<file path="src/rtl/bct_pkg.sv">
`timescale 1ns/1ps
package bct_pkg;
   // Gap timer slots inside the top level
   localparam int GAP_TIMERS = 2;
   localparam int GAP_TURN   = 0;
   localparam int GAP_QUIET  = 1;
   // Widest counter the library accepts
   localparam int MAX_CNT_W  = 62;
   localparam int MIN_CNT_W  = 2;
endpackage

</file>
<file path="src/rtl/bct_cycle_counter.sv">
`timescale 1ns/1ps
module bct_cycle_counter #(
   parameter int CNT_W = 31
) (
   input  logic             clk_i,
   input  logic             rst_n_i,
   input  logic [CNT_W-1:0] len_i,
   output logic [CNT_W-1:0] cnt_o,
   output logic             run_o,
   output logic             wrap_o
);
   import bct_pkg::*;

   localparam logic [CNT_W-1:0] ONE = {{(CNT_W-1){1'b0}}, 1'b1};

   generate
      if (CNT_W < MIN_CNT_W || CNT_W > MAX_CNT_W) begin : g_bad_width
         $error("bct_cycle_counter: CNT_W out of range");
      end
   endgenerate

   logic [CNT_W-1:0] cnt_q;
   logic             run_q;
   logic             len_zero;
   logic             at_end;

   assign len_zero = (len_i == '0);
   // greater-or-equal keeps the counter bounded if the length shrinks
   assign at_end   = !len_zero && (cnt_q >= (len_i - ONE));

   always_ff @(posedge clk_i or negedge rst_n_i) begin
      if (!rst_n_i) begin
         cnt_q <= '0;
         run_q <= 1'b0;
      end else if (len_zero) begin
         cnt_q <= '0;
         run_q <= 1'b0;
      end else begin
         run_q <= 1'b1;
         cnt_q <= at_end ? '0 : cnt_q + ONE;
      end
   end

   assign cnt_o  = cnt_q;
   assign run_o  = run_q;
   assign wrap_o = at_end;

   // count advances by one below the end value
   a_r2_step: assert property (@(posedge clk_i) disable iff (!rst_n_i)
      (len_i != '0 && (cnt_q + ONE) < len_i) |=> (cnt_q == $past(cnt_q) + ONE) && run_q);

   // a wrap returns the count to zero
   a_r3_wrap_zero: assert property (@(posedge clk_i) disable iff (!rst_n_i)
      wrap_o |=> (cnt_q == '0) && run_q);

   // zero length stops and clears
   a_r4_zero_stops: assert property (@(posedge clk_i) disable iff (!rst_n_i)
      (len_i == '0) |=> (cnt_q == '0) && !run_q);
endmodule

</file>
<file path="src/rtl/bct_event_counter.sv">
`timescale 1ns/1ps
module bct_event_counter #(
   parameter int NUM_W = 32
) (
   input  logic             clk_i,
   input  logic             rst_n_i,
   input  logic             inc_i,
   output logic [NUM_W-1:0] cnt_o
);
   localparam logic [NUM_W-1:0] ONE = {{(NUM_W-1){1'b0}}, 1'b1};

   generate
      if (NUM_W < 1 || NUM_W > 64) begin : g_bad_width
         $error("bct_event_counter: NUM_W out of range");
      end
   endgenerate

   logic [NUM_W-1:0] cnt_q;

   always_ff @(posedge clk_i or negedge rst_n_i) begin
      if (!rst_n_i)   cnt_q <= '0;
      else if (inc_i) cnt_q <= cnt_q + ONE;
   end

   assign cnt_o = cnt_q;

   // each wrap pulse adds exactly one
   a_r3_num_inc: assert property (@(posedge clk_i) disable iff (!rst_n_i)
      inc_i |=> (cnt_q == $past(cnt_q) + ONE));

   // no wrap, no change
   a_r4_num_hold: assert property (@(posedge clk_i) disable iff (!rst_n_i)
      !inc_i |=> $stable(cnt_q));
endmodule

</file>
<file path="src/rtl/bct_gap_timer.sv">
`timescale 1ns/1ps
module bct_gap_timer #(
   parameter int CNT_W = 31
) (
   input  logic             clk_i,
   input  logic             rst_n_i,
   input  logic [CNT_W-1:0] len_i,
   input  logic             start_i,
   output logic [CNT_W-1:0] cnt_o,
   output logic             run_o,
   output logic             done_o
);
   import bct_pkg::*;

   localparam logic [CNT_W-1:0] ONE = {{(CNT_W-1){1'b0}}, 1'b1};

   generate
      if (CNT_W < MIN_CNT_W || CNT_W > MAX_CNT_W) begin : g_bad_width
         $error("bct_gap_timer: CNT_W out of range");
      end
   endgenerate

   logic [CNT_W-1:0] cnt_q;
   logic [CNT_W-1:0] cnt_inc;
   logic             run_q;
   logic             done_q;
   logic             len_zero;
   logic             expire;

   assign len_zero = (len_i == '0);
   assign cnt_inc  = cnt_q + ONE;
   // while running cnt_q < len_i, so the increment cannot overflow
   assign expire   = run_q && (cnt_inc >= len_i);

   always_ff @(posedge clk_i or negedge rst_n_i) begin
      if (!rst_n_i) begin
         cnt_q  <= '0;
         run_q  <= 1'b0;
         done_q <= 1'b0;
      end else if (len_zero) begin
         cnt_q  <= '0;
         run_q  <= 1'b0;
         done_q <= 1'b0;
      end else if (start_i) begin
         cnt_q  <= '0;
         run_q  <= 1'b1;
         done_q <= 1'b0;
      end else if (run_q) begin
         cnt_q <= cnt_inc;
         if (expire) begin
            run_q  <= 1'b0;
            done_q <= 1'b1;
         end
      end
   end

   assign cnt_o  = cnt_q;
   assign run_o  = run_q;
   assign done_o = done_q;

   // running count steps by one before expiry
   a_r5_step: assert property (@(posedge clk_i) disable iff (!rst_n_i)
      (run_q && !start_i && len_i != '0 && cnt_inc < len_i) |=> run_q && (cnt_q == $past(cnt_q) + ONE));

   // done and running never both set
   a_r6_done_excl: assert property (@(posedge clk_i) disable iff (!rst_n_i)
      done_q |-> !run_q);

   // done is sticky
   a_r6_done_holds: assert property (@(posedge clk_i) disable iff (!rst_n_i)
      (done_q && !start_i && len_i != '0) |=> done_q && $stable(cnt_q));

   // start restarts from zero
   a_r7_restart: assert property (@(posedge clk_i) disable iff (!rst_n_i)
      (start_i && len_i != '0) |=> run_q && !done_q && (cnt_q == '0));

   // zero length keeps the timer idle
   a_r8_zero_idle: assert property (@(posedge clk_i) disable iff (!rst_n_i)
      (len_i == '0) |=> (cnt_q == '0) && !run_q && !done_q);
endmodule

</file>
<file path="src/rtl/busgap_cycle_timers.sv">
`timescale 1ns/1ps
module busgap_cycle_timers #(
   parameter int CNT_W = 31,
   parameter int NUM_W = 32
) (
   input  logic             clk_i,
   input  logic             rst_n_i,
   input  logic [CNT_W-1:0] cycle_len_i,
   input  logic [CNT_W-1:0] turn_len_i,
   input  logic             turn_start_i,
   input  logic [CNT_W-1:0] quiet_len_i,
   input  logic             quiet_start_i,
   output logic [CNT_W:0]   cycle_stat_o,
   output logic [NUM_W-1:0] cycle_num_o,
   output logic [CNT_W:0]   turn_stat_o,
   output logic             turn_done_o,
   output logic [CNT_W:0]   quiet_stat_o,
   output logic             quiet_done_o
);
   import bct_pkg::*;

   localparam int STAT_W = CNT_W + 1;

   generate
      if (CNT_W < MIN_CNT_W || CNT_W > MAX_CNT_W) begin : g_bad_cnt
         $error("busgap_cycle_timers: CNT_W out of range");
      end
      if (NUM_W < 1 || NUM_W > 64) begin : g_bad_num
         $error("busgap_cycle_timers: NUM_W out of range");
      end
   endgenerate

   // macrocycle timer and its completion counter
   logic [CNT_W-1:0] cyc_cnt;
   logic             cyc_run;
   logic             cyc_wrap;

   bct_cycle_counter #(.CNT_W(CNT_W)) cycle_i (
      .clk_i   (clk_i),
      .rst_n_i (rst_n_i),
      .len_i   (cycle_len_i),
      .cnt_o   (cyc_cnt),
      .run_o   (cyc_run),
      .wrap_o  (cyc_wrap)
   );

   bct_event_counter #(.NUM_W(NUM_W)) cycnum_i (
      .clk_i   (clk_i),
      .rst_n_i (rst_n_i),
      .inc_i   (cyc_wrap),
      .cnt_o   (cycle_num_o)
   );

   assign cycle_stat_o = {cyc_run, cyc_cnt};

   // gap timers, one slot each
   logic [CNT_W-1:0]  gap_len   [GAP_TIMERS];
   logic              gap_start [GAP_TIMERS];
   logic [CNT_W-1:0]  gap_cnt   [GAP_TIMERS];
   logic              gap_run   [GAP_TIMERS];
   logic              gap_done  [GAP_TIMERS];
   logic [STAT_W-1:0] gap_stat  [GAP_TIMERS];

   assign gap_len[GAP_TURN]    = turn_len_i;
   assign gap_start[GAP_TURN]  = turn_start_i;
   assign gap_len[GAP_QUIET]   = quiet_len_i;
   assign gap_start[GAP_QUIET] = quiet_start_i;

   generate
      for (genvar g = 0; g < GAP_TIMERS; g++) begin : g_gap
         bct_gap_timer #(.CNT_W(CNT_W)) gap_i (
            .clk_i   (clk_i),
            .rst_n_i (rst_n_i),
            .len_i   (gap_len[g]),
            .start_i (gap_start[g]),
            .cnt_o   (gap_cnt[g]),
            .run_o   (gap_run[g]),
            .done_o  (gap_done[g])
         );
         assign gap_stat[g] = {gap_run[g], gap_cnt[g]};
      end
   endgenerate

   assign turn_stat_o  = gap_stat[GAP_TURN];
   assign turn_done_o  = gap_done[GAP_TURN];
   assign quiet_stat_o = gap_stat[GAP_QUIET];
   assign quiet_done_o = gap_done[GAP_QUIET];

   // a timer's start pulse never disturbs the other one's done flag
   a_r9_turn_isolated: assert property (@(posedge clk_i) disable iff (!rst_n_i)
      (!turn_start_i && $stable(turn_len_i) && turn_done_o && turn_len_i != '0) |=> turn_done_o);
endmodule

</file>
<file path="config.mk">
export PLATFORM = sky130hd
export DESIGN_NAME = busgap_cycle_timers
export DESIGN_NICKNAME = d
export VERILOG_FILES = /design/src/rtl/bct_pkg.sv /design/src/rtl/bct_cycle_counter.sv /design/src/rtl/bct_event_counter.sv /design/src/rtl/bct_gap_timer.sv /design/src/rtl/busgap_cycle_timers.sv
export SDC_FILE = /design/constraint.sdc
export NUM_CORES = 1
export LEC_CHECK = 0
export ABC_CLOCK_PERIOD_IN_PS = 4800
export CAP_MARGIN = 20
export CORE_AREA = 10 10 141 156
export CTS_BUF_LIST = sky130_fd_sc_hd__clkbuf_4
export DETAILED_ROUTE_END_ITERATION = 6
export DIE_AREA = 0 0 151 166
export HOLD_SLACK_MARGIN = 0.15
export PLACE_DENSITY = 0.86
export SLEW_MARGIN = 25
export SYNTH_ARGS = -nofsm -noshare
export SYNTH_HDL_FRONTEND = slang
export SYNTH_SLANG_ARGS = --single-unit
</file>
<file path="constraint.sdc">
create_clock -name clk_i -period 4.8 [get_ports clk_i]
set_input_delay 0.48 -clock clk_i [delete_from_list [all_inputs] [get_ports clk_i]]
set_output_delay 0.48 -clock clk_i [all_outputs]
set_load 0.005 [all_outputs]
</file>
# --- Yosys cells after proc, flatten, opt, wreduce, memory -nomap -nowiden ---
# Index checks and enable logic that the tools add are counted.
classes:
  add_sub_neg: 5
  n_lt_le_gt_ge: 3
  muxes: 25
  n_reduce_logical: 13
op_table:
  columns: ["operator", "count"]
  rows:
  - ["$mux W31", 8]
  - ["$add A31 B1 Y31 const B", 3]
  - ["$ge A31 B31 Y1", 3]
  - ["$logic_not A31 Y1", 3]
  - ["$add A32 B1 Y32 const B", 1]
  - ["$sub A31 B1 Y31 const B", 1]
  - ["$mux W1", 17]
  - ["$reduce_bool A3 Y1", 4]
  - ["$reduce_and A2 Y1", 2]
  - ["$logic_and A1 B1 Y1", 3]
  - ["$logic_not A1 Y1", 1]
totals:
  wordCells: 55
  inputBits: 97
  reg_bits: 130
  out_inout_bits: 130

# --- Longest topological paths before layout ---
# Gate-level depths: netlist (run 1).
logic_depth:
  ltp_word: 7
  ltp_mapped: 19
  ltp_nobuf: 17

# --- By module ---
# A second synthesis (run 1) with hierarchy kept.
unflattened:
  cells_unflattened: 1173
  area_unflattened_um2: 10241.1
by_module_without_submodules:
  columns: ["module", "seq_area_each_um2", "n_inst", "area_each_um2", "cells_each"]
  rows:
  - ["bct_gap_timer", 825.8, 2, 2994.1, 367]
  - ["bct_cycle_counter", 800.8, 1, 2796.4, 315]
  - ["bct_event_counter", 800.8, 1, 1448.9, 123]
  - ["busgap_cycle_timers", 0.0, 1, 7.5, 1]

# --- Worst setup path before layout (run 1) ---
# Ideal clock, no wire load.
synth_path:
  path_type: "input port to flip-flop"
  startpoint: "input port cycle_len_i[0]"
  endpoint: "register cycnum_i.cnt_q[1] (netlist: cycnum_i.cnt_o[1])"
  path_slack_ns: 0.750
  stages: 16
  setup_time_ns: 0.125
  n_path_buf: 2
  t_required_ns: 4.675
  t_arrival_ns: 3.925
  path_cell_list: "inv_1 -> ha_1 -> nor3b_1 -> and2_1 -> clkbuf_1 -> nand4_1 -> or3_1 -> a21oi_1 -> ha_1 -> nand4_1 -> a21oi_1 -> a211oi_1 -> or4bb_1 -> nand2_2 -> buf_6 -> mux2_2"
synth_via:
  elab_chain_len: 3
  elab_cells_between_ends: 5
  cone_classes: "add/sub (1); order compare (1); reduce/logical (3)"
synth_rtl:
  columns: ["item", "line_no", "text"]
  rows:
  - ["from (decl)", "busgap_cycle_timers.sv:8", "input logic [CNT_W-1:0] cycle_len_i,"]
  - ["$sub A31 B1 Y31 / $logic_not A31 Y1 (equally long branches)", "bct_cycle_counter.sv:29, bct_cycle_counter.sv:27", null]
  - ["$ge A31 B31 Y1 / $logic_not A1 Y1 (equally long branches)", "bct_cycle_counter.sv:29", "assign at_end = !len_zero && (cnt_q >= (len_i - ONE));"]
  - ["$logic_and A1 B1 Y1 (*)", "bct_cycle_counter.sv:29", null]
  - ["to (signal assigned)", "bct_event_counter.sv:22", "else if (inc_i) cnt_q <= cnt_q + ONE;"]
  - ["to (decl)", "bct_event_counter.sv:18", "logic [NUM_W-1:0] cnt_q;"]
# Every way passes the cells marked *; elsewhere a longest branch is shown, timed or not.
# A chain may end at the register's enable or synchronous reset.

# --- Worst setup path in the final report (run 1) ---
layout_path:
  startpoint: "register g_gap[1].gap_i.cnt_q[0]"
  endpoint: "register g_gap[1].gap_i.run_q"
layout_via:
  elab_chain_len: 7
layout_rtl:
  columns: ["item", "line_no", "text"]
  rows:
  - ["from (decl)", "bct_gap_timer.sv:23", "logic [CNT_W-1:0] cnt_q;"]
  - ["from (signal assigned)", "bct_gap_timer.sv:49", "cnt_q <= cnt_inc;"]
  - ["$add A31 B1 Y31", "bct_gap_timer.sv:31", "assign cnt_inc = cnt_q + ONE;"]
  - ["$ge A31 B31 Y1", "bct_gap_timer.sv:33", "assign expire = run_q && (cnt_inc >= len_i);"]
  - ["$logic_and A1 B1 Y1", "bct_gap_timer.sv:33", null]
  - ["$mux W1", "bct_gap_timer.sv:50", "if (expire) begin"]
  - ["$mux W1", "bct_gap_timer.sv:48", "end else if (run_q) begin"]
  - ["$mux W1", "bct_gap_timer.sv:44", "end else if (start_i) begin"]
  - ["$mux W1", "bct_gap_timer.sv:40", "end else if (len_zero) begin"]
  - ["to (signal assigned)", "bct_gap_timer.sv:42", "run_q <= 1'b0;"]
  - ["to (signal assigned)", "bct_gap_timer.sv:46", "run_q <= 1'b1;"]
  - ["to (signal assigned)", "bct_gap_timer.sv:51", "run_q <= 1'b0;"]
  - ["to (decl)", "bct_gap_timer.sv:25", "logic run_q;"]
# No other way between the ends.

==> metrics list, run 1 <==
- Largest net degree at the start of global routing: 91
- The via count of the first global-routing pass is between 8k and 9k.
- Count of port buffers added during placement: 226
- Leading cell types in the layout, fill and taps excluded: clkdlybuf4s50_1 (225), nor2_1 (137), dfrtp_1 (129), xor2_1 (126), ha_1 (98)
- STA classifies the critical path endpoint as a flip-flop.
- Yosys mapped the design onto 55 distinct sky130hd cell types.
- CP Class: flip-flop to flip-flop
* Leakage power: slightly below 0.006 µW
- Dividing the detail-routed via count by the number of cells gives ~5.5.
- The final layout contains about 1.5k nets.
- Most instantiated flip-flop cell in the synthesis netlist: dfrtp_1
- The signal on the critical path passes through ha_1 -> and3_1 -> nand4_1 -> nor4_1 -> and2_1 -> nand4_1 -> xnor2_1 -> ha_1 -> nand4_1 -> o221ai_1 -> nor4_1 -> nor2_1 -> o41ai_1 -> a221o_1 -> a31oi_1 -> nor2_1.
* Timing-limited maximum frequency: 233 MHz
* Number of instances on the worst hold path: 1
- Largest voltage drop on the vdd net: approximately 0.00013 V
- Post-Synthesis Net Count: roughly 1.3k
- For the worst setup path, the data required time is 5250 ps.
* Final Util: between 60 and 70%
- Counting flops with a built-in enable in the synthesized netlist gives 0.
- The hold violation total from the final report was 0.
- Counting flops with an async set or reset pin after synthesis yields a share of between 90% and 100%.
- Number of nets with antenna violations after detailed routing: 0
- Final worst-path cycle share: about 90%
- Clock tree synthesis inserted a total of 17 buffers.
- The floorplan has 53 rows.
- Starting Density: 51.8%
- The routed design has about 27,000 µm of wire.
- Design Power: around 2700 µW
* Power density over the cells: roughly 220 nW/µm²
* Commonest non-fill, non-tap cell in the layout: clkdlybuf4s50_1
- Dividing the detail-routed wire length by the instance count gives between 15 and 20 µm.
- Of the total power, the share spent switching nets is a little under a third.
- Avg Cell Area, Syn: a little under 9 µm²
- Reg clk slew, reported paths: around 120 ps
- Slew of the pin with the lowest slew margin: ~880 ps
- Setup repair after global routing left no endpoint under its margin.
- Max-cap violations in this run came to 0.
* Area enclosed by the die boundary: around 25,000 µm²
- For this design the top-level I/O count stands at 227.
- Number of fillers in the final layout: ~1.6k
- Number of standard cells in the final layout excluding fillers: between 1.5k and 2k
- Highest net fanout along the worst path: 7
* Cell with the largest stage delay on the worst path: nor4_1
- Summing the sequential cell areas from Yosys gives between 30% and 40% of the chip area.
- TritonCTS built the clock tree.
- Number of hold buffers added after CTS: 1
- Total vias in the final route: 8,747
- The share of total power dissipated in the clock network is 28.6%.
* Share of total power in combinational logic: 23.8%
- The worst path in the final design needs a cycle of 4300 ps, including I/O delays and setup.
* Maximum clock insertion buffer count: 2
* Clock root buffer: clkbuf_4
* Slowest cell delay on critical path: ~600 ps
* Global Route Usage Sum: between 20% and 30%
* Final max-slew violation count: 0
* Crit-path most repeated cell: nand4_1
- Total of flip-flops plus latches after synthesis: 130
- Die extent in x: approximately 150 µm
- The run finished with clean final reports.
- Routability-driven placement finished with a final weighted congestion of 0.916.
* Count of clock tree sinks: 130
- The total overflow left after global routing is 0.
* Type of the worst min-delay path: flip-flop to flip-flop
- After detailed routing, the number of remaining DRC violations is 0.
- Antenna violations before repair: 0
- Internal power contribution: approximately 1900 µW
- Headroom to the max-slew limit: around 42%
- Switching component of the power: 834 µW
- Number of H-tree levels: 4
- CORE AREA: between 15,000 and 20,000 µm²
- Warnings, synthesis: 0
- # resized after CTS: 0
* Placed instance count: approximately 1.6k
- Final hold analysis gives a worst-case slack of ~490 ps.
* Worst Reg2Reg Path Length in Cells: 16
* Sequential fraction of design power: a little under half
- The first global-routing pass estimated roughly 44,000 µm of wire.
- Cell area after synthesis: 9750 µm²
* Largest clock skew in the final design: 22.1 ps
* Number of post-CTS setup repair buffers: 0
* Synthesized instance count: around 1.1k
* Number of detailed-route iterations in the first pass: 5
* Fraction of final layout cells with drive strength greater than 1: under 10%
- For this block, the initial DRC count from the detailed router was 458.
* Diode insertion count for antenna repair: 0
* Layout Area Growth over Synthesis: 28.6%
* Number of failing setup endpoints in the final timing report: 0
- In this run the vertical extent of the chip is between 150 and 200 µm.
- Detailed placement ended at an HPWL of about 21,000 µm.
- Data arrives at the worst endpoint at between 4000 and 5000 ps.
- The clock reaches the later pin of the worst-skew pair after ~520 ps.
- STA classifies the critical path startpoint as a flip-flop.
## cells in the mapped netlist, types with 14 or more instances
cell      number  area, µm²
xnor2_1       73        639
clkbuf_1      29        109
nor4_1        34        213
nand4_1       55        344
nand2_1       92        345
a21o_1        14        105
and3_1        36        225
xor2_1       126       1100
nor3_1        28        140
ha_1          98       1230
dfrtp_1      130       3250
o21ai_0       14       70.1
nor2_1       137        514
a21oi_1       35        175
nand3_1       53        265
inv_1         72        270
## final timing paths
kind                            slack, ps                        to                     from
worst max-delay path                  500      g_gap[1].gap_i.run_o  g_gap[1].gap_i.cnt_o[0]
worst min-delay path                  490        cycnum_i.cnt_o[31]       cycnum_i.cnt_o[31]
worst max register to register        500      g_gap[1].gap_i.run_o  g_gap[1].gap_i.cnt_o[0]
worst min register to register        490        cycnum_i.cnt_o[31]       cycnum_i.cnt_o[31]
max in group asynchronous            3130        cycnum_i.cnt_o[31]                  rst_n_i
min in group asynchronous             580  g_gap[1].gap_i.cnt_o[24]                  rst_n_i
## sequential cells by signal, summed over array words and instances, names as in the netlist
name	count
g_gap.gap_i.run_o	2
cycnum_i.cnt_o	32
cycle_i.run_o	1
g_gap.gap_i.cnt_o	62
cycle_i.cnt_o	31
g_gap.gap_i.done_o	2
## stage by stage
step           setup slack, ps  setup TNS [ps]  area, µm²
2_1_floorplan              750               0       9750
3_3_place_gp               144               0      12200
3_5_place_dp             -16.3           -23.1      12200
4_1_cts                    526               0      12500
5_1_grt                    113               0      12500
6_report                   501               0      12500
## layout make-up
cell class | instances | area [µm²] | area share (%)
clock buffer | 18 | 135 | 1.08
timing repair buffer | 241 | 2380 | 19.0
tap | 247 | 309 | 2.46
multi-input combinational | 877 | 6040 | 48.1
clock inverter | 14 | 163 | 1.30
sequential | 130 | 3250 | 25.9
inverter | 72 | 270 | 2.15
## layer usage
| metal | part of all wire, % | track usage (%) | vias up | wire length [µm] |
|---|---|---|---|---|
| met5 | 0 | 0 | - | 0 |
| met4 | 2.2 | 6.95 | 0 | 578 |
| met3 | 7.7 | 6.13 | 38 | 2070 |
| met2 | 48 | 35.1 | 244 | 12900 |
| met1 | 42 | 25.5 | 4147 | 11300 |
| li1 | - | - | 4318 | - |
## worst max-delay path: cells and delay by family (launching register included)
kind / cells / cell delay, ps
AOI/OAI and AO/OA: 4 / 850
adders and majority gates: 2 / 550
and+or+nand+nor: 9 / 2180
xor gates and xnor gates: 1 / 160
DFF: 1 / 490
## cells by family (layout without fill, tap and decap cells)
logic type	count (synthesis)	after routing	synth area share, %
XOR/XNOR	199	199	17.9
buffers and inverters	113	345	4.86
adder cells (fa/ha/maj)	98	98	12.6
AND/OR/NAND/NOR	486	486	25.0
flip-flops	130	130	33.4
multiplexers	3	3	0.321
AO/OA/AOI/OAI	91	91	6.03
## power groups by stage
stage	Combinational (µW)	Clock, µW	Sequential (µW)
floorplan	305	0	1280
finish	645	776	1290
detailed placement	648	0	1310
CTS	651	803	1290
global route	725	855	1310
global placement	625	0	1310
No activity file was read; power rests on OpenSTA's default activity.
==> run 2, diff against run 1 <==
- CORE_AREA: 10 10 141 156 -> 10 10 174 127
- DIE_AREA: 0 0 151 166 -> 0 0 184 137
- SETUP_SLACK_MARGIN: not set -> 0.1
==> metrics list, run 2 (synthesis gave the netlist of run 1 again) <==
* Run status: completed
- The arrival time at the worst endpoint came to 4930 ps (+180 ps).
* Final worst-path cycle share: 92.1% (+2.6 points)
* Layout Area Growth over Synthesis: 28.4%
* CORE AREA: 18,700 µm² (-0.66%)
- Share of total power in combinational logic: 24.6% (+0.8 points)
- Largest clock skew in the final design: 34.1 ps (+12.0 ps)
- Count of routing violations after the opening detailed-route iteration: 671 (+47%)
* Number of fillers in the final layout: 1,519 (-2.8%)
* Overflow left after global routing: 0 (unchanged)
* Number of hold buffers added after CTS: 1 (unchanged)
* Global Route Usage Sum: 21.7% (+0.61 points)
- Number of nets in the layout: 1,536 (+0.13%)
* Sum of negative setup slack: 0 ps (unchanged)
* Clock power share: 27.0% (-1.6 points)
* Remaining DRCs: 0 (unchanged)
- Clock tree from TritonCTS: built
* Maximum Capacitance Violations: 0 (unchanged)
- Maximum clock insertion buffer count: 2 (unchanged)
* Timing-limited maximum frequency: 226 MHz (-2.8%)
- Placed instance count: 1,563 (-0.19%)
* Die extent in x: 184 µm (+22%)
- The initial core utilization is 52.1% (+0.35 points).
- Reg clk slew, reported paths: 160 ps (+40 ps)
- The maximum vdd ir drop was 0.000157 V (+17%).
* Drt via density: 5.59 (+2.1%)
* Clock root buffer: clkbuf_4
- Number of nets with antenna violations after detailed routing: 0 (unchanged)
- Worst setup SP type: flip-flop
- Power density over the cells: 212 nW/µm² (-1.9%)
- Commonest non-fill, non-tap cell in the layout: clkdlybuf4s50_1
- The count of boundary I/O pins came to 227 (unchanged).
- The sequential share of power came to 48.4% (+0.8 points).
- Highest net fanout along the worst path: 7 (unchanged)
- Number of H-tree levels: 4 (unchanged)
- Clock buffer count from CTS: 17 (unchanged)
- The worst setup path is captured at a flip-flop.
* Routability Congestion: 0.904 (-1.3%)
- Number of failing setup endpoints in the final timing report: 0 (unchanged)
- The hold violation total from the final report came to 0 (unchanged).
* Met3 layer wire length in the routed design: 2450 µm (+18%)
- RSZ-0062 raised after global routing: no
- Count of port buffers added during placement: 226 (unchanged)
- The routed length on met2 was 12,200 µm (-5.3%).
- Count of clock tree sinks: 130 (unchanged)
- Via count of the first global-routing pass: 8,785 (-1.8%)
- The clock insertion delay at the later pin of the skew report is 550 ps (+30 ps).
- Antenna violations before repair: 1 (+1)
- Number of standard cells in the final layout excluding fillers: 1,597 (-0.13%)
- Headroom to the max-slew limit: 34.1% (-7.4 points)
- The total number of vias is 8,922 (+2.0%).
- The total routed wire length on the met1 layer is 12,700 µm (+13%).
* Switching component of the power: 913 µW (+9.4%)
- The internal portion of total power came to 1740 µW (-7.2%).
- Area enclosed by the die boundary: 25,200 µm² (+0.57%)
- The final wirelength was 27,700 µm (+3.3%).
- The switching portion of total power came to 34.4% (+3.6 points).
* Number of post-CTS setup repair buffers: 0 (unchanged)
- Global-route wire length before repair: 44,900 µm (+1.9%)
- Leading cell types in the layout, fill and taps excluded: clkdlybuf4s50_1 (225), nor2_1 (137), dfrtp_1 (129), xor2_1 (126), ha_1 (98)
- The setup path with the least slack is of type flip-flop to flip-flop.
- The max-slew violation total from the final report is 0 (unchanged).
- The height of the die is 137 µm (-17%).
* Post-route minimum period: 4420 ps (+123 ps)
- The detailed placer's ending HPWL is 21,600 µm (+0.78%).
- Number of flip-flops under the largest register name: 62 (unchanged)
- Slew of the pin with the lowest slew margin: 988 ps (+112 ps)
* Routed WL per cell: 17.3 µm (+3.4%)
- The number of detailed-route iterations in the first pass is 5 (unchanged).
- The path class of the tightest hold or removal check is flip-flop to flip-flop.
- The fraction of layout instances using a drive strength above 1 was 4.51% (+0.29 points).
- The detailed router used layers up to and including met4.
- The placement row count was 42 (-21%).
- The leakage power was 0.00593 µW (+0.17%).
- The quantity of gates resized following cts was 0 (unchanged).
* Largest net degree at the start of global routing: 100 (+9.9%)
- Worst Path Required: 5310 ps (+60 ps)
## run 2: changes by cell type in the layout (fill, tap and decap cells not counted), sizes merged
cell and delta:
buf +2, bufinv -3, clkinv -1, clkinvlp -3
diode +1, inv +7
## run 2: per-stage QoR
stage | cell area (µm²) | setup slack, ps | power, µW | utilization (%) | hold WS [ps]
after floorplan | 9750 | 750 | 1580 | - | 184
after global placement | 12300 | 124 | 1930 | 65.5 | 484
after detailed placement | 12300 | 31.1 | 1960 | 65.5 | 490
after CTS | 12500 | 494 | 2680 | 66.9 | 474
after global routing | 12500 | 121 | 2820 | 66.9 | 485
final | 12500 | 378 | 2660 | 66.9 | 507
## run 2: metal layers
metal,track usage [%],vias to the layer above
met2,33.6,319
met4,5.08,0
met1,28.8,4255
li1,-,4323
met3,7.20,25
met5,0,-
## run 2: worst paths after layout
path | start | to | slack (ps) | cells past startpoint
worst max-delay path | g_gap[0].gap_i.cnt_o[9] | g_gap[0].gap_i.run_o | 380 | 18
worst min-delay path | cycnum_i.cnt_o[19] | cycnum_i.cnt_o[19] | 510 | 1
worst max register to register | g_gap[0].gap_i.cnt_o[9] | g_gap[0].gap_i.run_o | 380 | 18
worst min register to register | cycnum_i.cnt_o[19] | cycnum_i.cnt_o[19] | 510 | 1
max in group asynchronous | rst_n_i | g_gap[1].gap_i.cnt_o[0] | 3210 | 3
min in group asynchronous | rst_n_i | cycle_i.cnt_o[23] | 580 | 2
## run 2: critical path, cell delays in order, from the launching register on
cell	delay [ps]
dfrtp_1	530
nand4_1	240
nor3_1	250
buf_4	160
and3_1	210
and3_1	180
and3_1	250
nand3_1	160
nor2_1	160
xor2_1	190
ha_1	270
nand4_1	210
o221ai_1	160
nor4_1	260
nor2_1	110
o41ai_1	460
a221oi_1	180
nor3b_1	240
o22a_1	160
## run 2: power by group through the flow
| stage | sequential, µW | clock [µW] | combinational [µW] |
|---|---|---|---|
| 2_1_floorplan | 1280 | 0 | 305 |
| 3_3_place_gp | 1300 | 0 | 633 |
| 3_5_place_dp | 1300 | 0 | 659 |
| 4_1_cts | 1280 | 735 | 663 |
| 5_1_grt | 1300 | 782 | 735 |
| 6_report | 1290 | 716 | 655 |
## run 2: layout make-up
class | count | area, µm² | area share [%]
well taps | 242 | 303 | 2.42
multi-input cells | 877 | 6030 | 48.2
inverters | 72 | 270 | 2.16
repair buffers | 243 | 2410 | 19.2
diodes | 1 | 2.50 | 0.0200
clock inverters | 14 | 118 | 0.940
clock buffers | 18 | 135 | 1.08
flip-flops and latches | 130 | 3250 | 26.0
==> run 3, diff against run 2 <==
- RECOVER_POWER: not set -> 25
==> metrics list, run 3 (synthesis gave the netlist of run 1 again) <==
- Maximum clock insertion buffer count: 2 (unchanged)
- The hold violation total from the final report was 0 (unchanged).
- Largest net degree at the start of global routing: 100 (unchanged)
- Final worst-path cycle share: 92.2% (about the same)
* Final max-slew violation count: 100 (+100)
- Run status: finished with violations
- The number of inserted diodes was 0 (-1).
- The multi-input logic area was 6030 µm² (unchanged).
- The maximum fanout count along the critical path came to 7 (unchanged).
- Leakage power: 0.00592 µW (about the same)
* Combined flip-flop and latch cell area: 3250 µm² (unchanged)
- The clock-pin slew on the worst setup and hold paths is 150 ps (about the same).
- For hold timing, the worst endpoint is cycnum_i.cnt_o[19].
* Summed area of non-filler cells in the final layout: 12,500 µm² (about the same)
* Number of nets with antenna violations after detailed routing: 0 (unchanged)
* CORE AREA: 18,700 µm² (unchanged)
- Via count of the first global-routing pass: 8,785 (unchanged)
* Leading cell types in the layout, fill and taps excluded: clkdlybuf4s50_1 (225), nor2_1 (137), dfrtp_1 (129), xor2_1 (126), ha_1 (98)
- The total number of vias was 8,885 (-0.41%).
- The clock insertion delay at the later pin of the skew report is 550 ps (about the same).
* RSZ-0062 raised after global routing: no
- The worst slew margin relative to its limit was -68.4% (-100 points).
- Die extent in y: 137 µm (unchanged)
* Fraction of final layout cells with drive strength greater than 1: 4.51% (unchanged)
* Number of instances on the worst hold path: 1 (unchanged)
- Worst R2R Setup Slack: 370 ps (about the same)
- Layout Area Growth over Synthesis: 28.3% (about the same)
* Row Count: 42 (unchanged)
* Reg2Reg Launch Point: g_gap[0].gap_i.cnt_o[9]
* Worst Path Required: 5310 ps (about the same)
* Power density over the cells: 212 nW/µm² (about the same)
- Area of placed instances: 12,300 µm² (unchanged)
- TritonCTS built the clock tree.
- The number of max-cap violations came to 1 (+1).
* Critical path data arrival time: 4940 ps (about the same)
- The width of the chip is 184 µm (unchanged).
* Number of nets in the layout: 1,536 (unchanged)
* Clock root buffer: clkbuf_4
* Number of failing setup endpoints in the final timing report: 0 (unchanged)
- The maximum vdd ir drop was 0.000157 V (about the same).
* Worst setup SP type: flip-flop
* Final HPWL from detailed placement: 21,600 µm (unchanged)
* CP Class: flip-flop to flip-flop
- The vias per cell was 5.57 (-0.35%).
* # resized after CTS: 0 (unchanged)
* Number of fillers in the final layout: 1,519 (unchanged)
- Number of flip-flops under the largest register name: 62 (unchanged)
- Count of routing violations after the opening detailed-route iteration: 661 (-1.5%)
* Type of the worst min-delay path: flip-flop to flip-flop
* Starting Density: 52.1% (unchanged)
* Global-route wire length before repair: 44,900 µm (unchanged)
- Total Routed Length: 27,700 µm (about the same)
- Count of clock tree sinks: 130 (unchanged)
- The die footprint was 25,200 µm² (unchanged).
- Count of port buffers added during placement: 226 (unchanged)
- Timing-limited maximum frequency: 226 MHz (about the same)
* Antenna violations before repair: 1 (unchanged)
* End of the worst register-to-register path: g_gap[0].gap_i.run_o
* CP Capture Type: flip-flop
* Top-level I/O count: 227 (unchanged)
- Overflow left after global routing: 0 (unchanged)
- The slew at the pin closest to its max-slew limit was 2530 ps (+1540 ps).
* Largest clock skew in the final design: 28.8 ps (-5.34 ps)
- Post-route minimum period: 4430 ps (+4.41 ps)
* Routed WL per cell: 17.3 µm (about the same)
- Number of H-tree levels: 4 (unchanged)
- Worst Reg2Reg Path Length in Cells: 18 (unchanged)
* Clock buffer count from CTS: 17 (unchanged)
- Routability Congestion: 0.904 (unchanged)
* Remaining DRCs: 0 (unchanged)
- The setup TNS is 0 ps (unchanged).
- The overall routing resource usage was 21.7% (unchanged).
- Number of detailed-route iterations in the first pass: 5 (unchanged)
* Violated checks: max-capacitance violations, max-slew violations
* Commonest non-fill, non-tap cell in the layout: clkdlybuf4s50_1
* Start point of the worst min-delay path: cycnum_i.cnt_o[19]
run 3: cell type report:
type | count | share of cell area [%]
clock buffers | 18 | 1.08
clock inverters | 14 | 0.940
inverters | 72 | 2.16
multi-input cells | 877 | 48.2
flip-flops and latches | 130 | 26.0
well taps | 242 | 2.42
repair buffers | 243 | 19.2
run 3: per-layer routing:
| metal | vias to the layer above | share of wire, % | track usage (%) |
|---|---|---|---|
| met5 | - | 0 | 0 |
| met4 | 0 | 1.0 | 5.08 |
| met3 | 21 | 9.0 | 7.20 |
| met2 | 315 | 44 | 33.6 |
| met1 | 4229 | 46 | 28.8 |
| li1 | 4320 | - | - |
run 3: report_power, final:
| group | leakage [µW] | switching (µW) | total, µW | internal, µW |
|---|---|---|---|---|
| Sequential | 0.00177 | 121 | 1290 | 1160 |
| Clock | 0.000140 | 487 | 715 | 228 |
| Combinational | 0.00402 | 305 | 654 | 350 |
run 3: worst max-delay path by stage:
stage,startpoint,end,slack (ps)
3_3_place_gp,cycle_len_i[22],cycnum_i.cnt_o[13],120
6_report,g_gap[0].gap_i.cnt_o[9],g_gap[0].gap_i.run_o,370
5_1_grt,g_gap[0].gap_i.cnt_o[9],g_gap[0].gap_i.run_o,120
3_5_place_dp,cycle_len_i[0],cycnum_i.cnt_o[17],30
2_1_floorplan,cycle_len_i[0],cycnum_i.cnt_o[1],750
4_1_cts,g_gap[0].gap_i.cnt_o[9],g_gap[0].gap_i.run_o,490
run 3: worst max-delay path, cell delays in order (launching register included):
cell and delay [ps]:
dfrtp_1 530, nand4_1 240, nor3_1 250, buf_4 160, and3_1 210, and3_1 180
and3_1 250, nand3_1 160, nor2_1 160, xor2_1 190, ha_1 270, nand4_1 210
o221ai_1 160, nor4_1 270, nor2_1 110, o41ai_1 450, a221oi_1 180, nor3b_1 240
o22a_1 160
run 3: what timing repair did:
action	in CTS	in global routing
endpoints found under the hold margin	98	0
setup buffers	0	0
hold buffers	1	0
endpoints found under the setup margin	0	0
run 3: through the flow:
stage	utilization, %	std cells	setup WS, ps	total power (µW)	hold WS, ps
floorplan	-	1120	750	1580	184
detailed placement	65.5	1563	31.1	1960	490
global placement	65.5	1563	124	1930	484
finish	66.9	1596	374	2660	505
global route	66.9	1596	121	2820	485
CTS	66.9	1596	494	2680	474
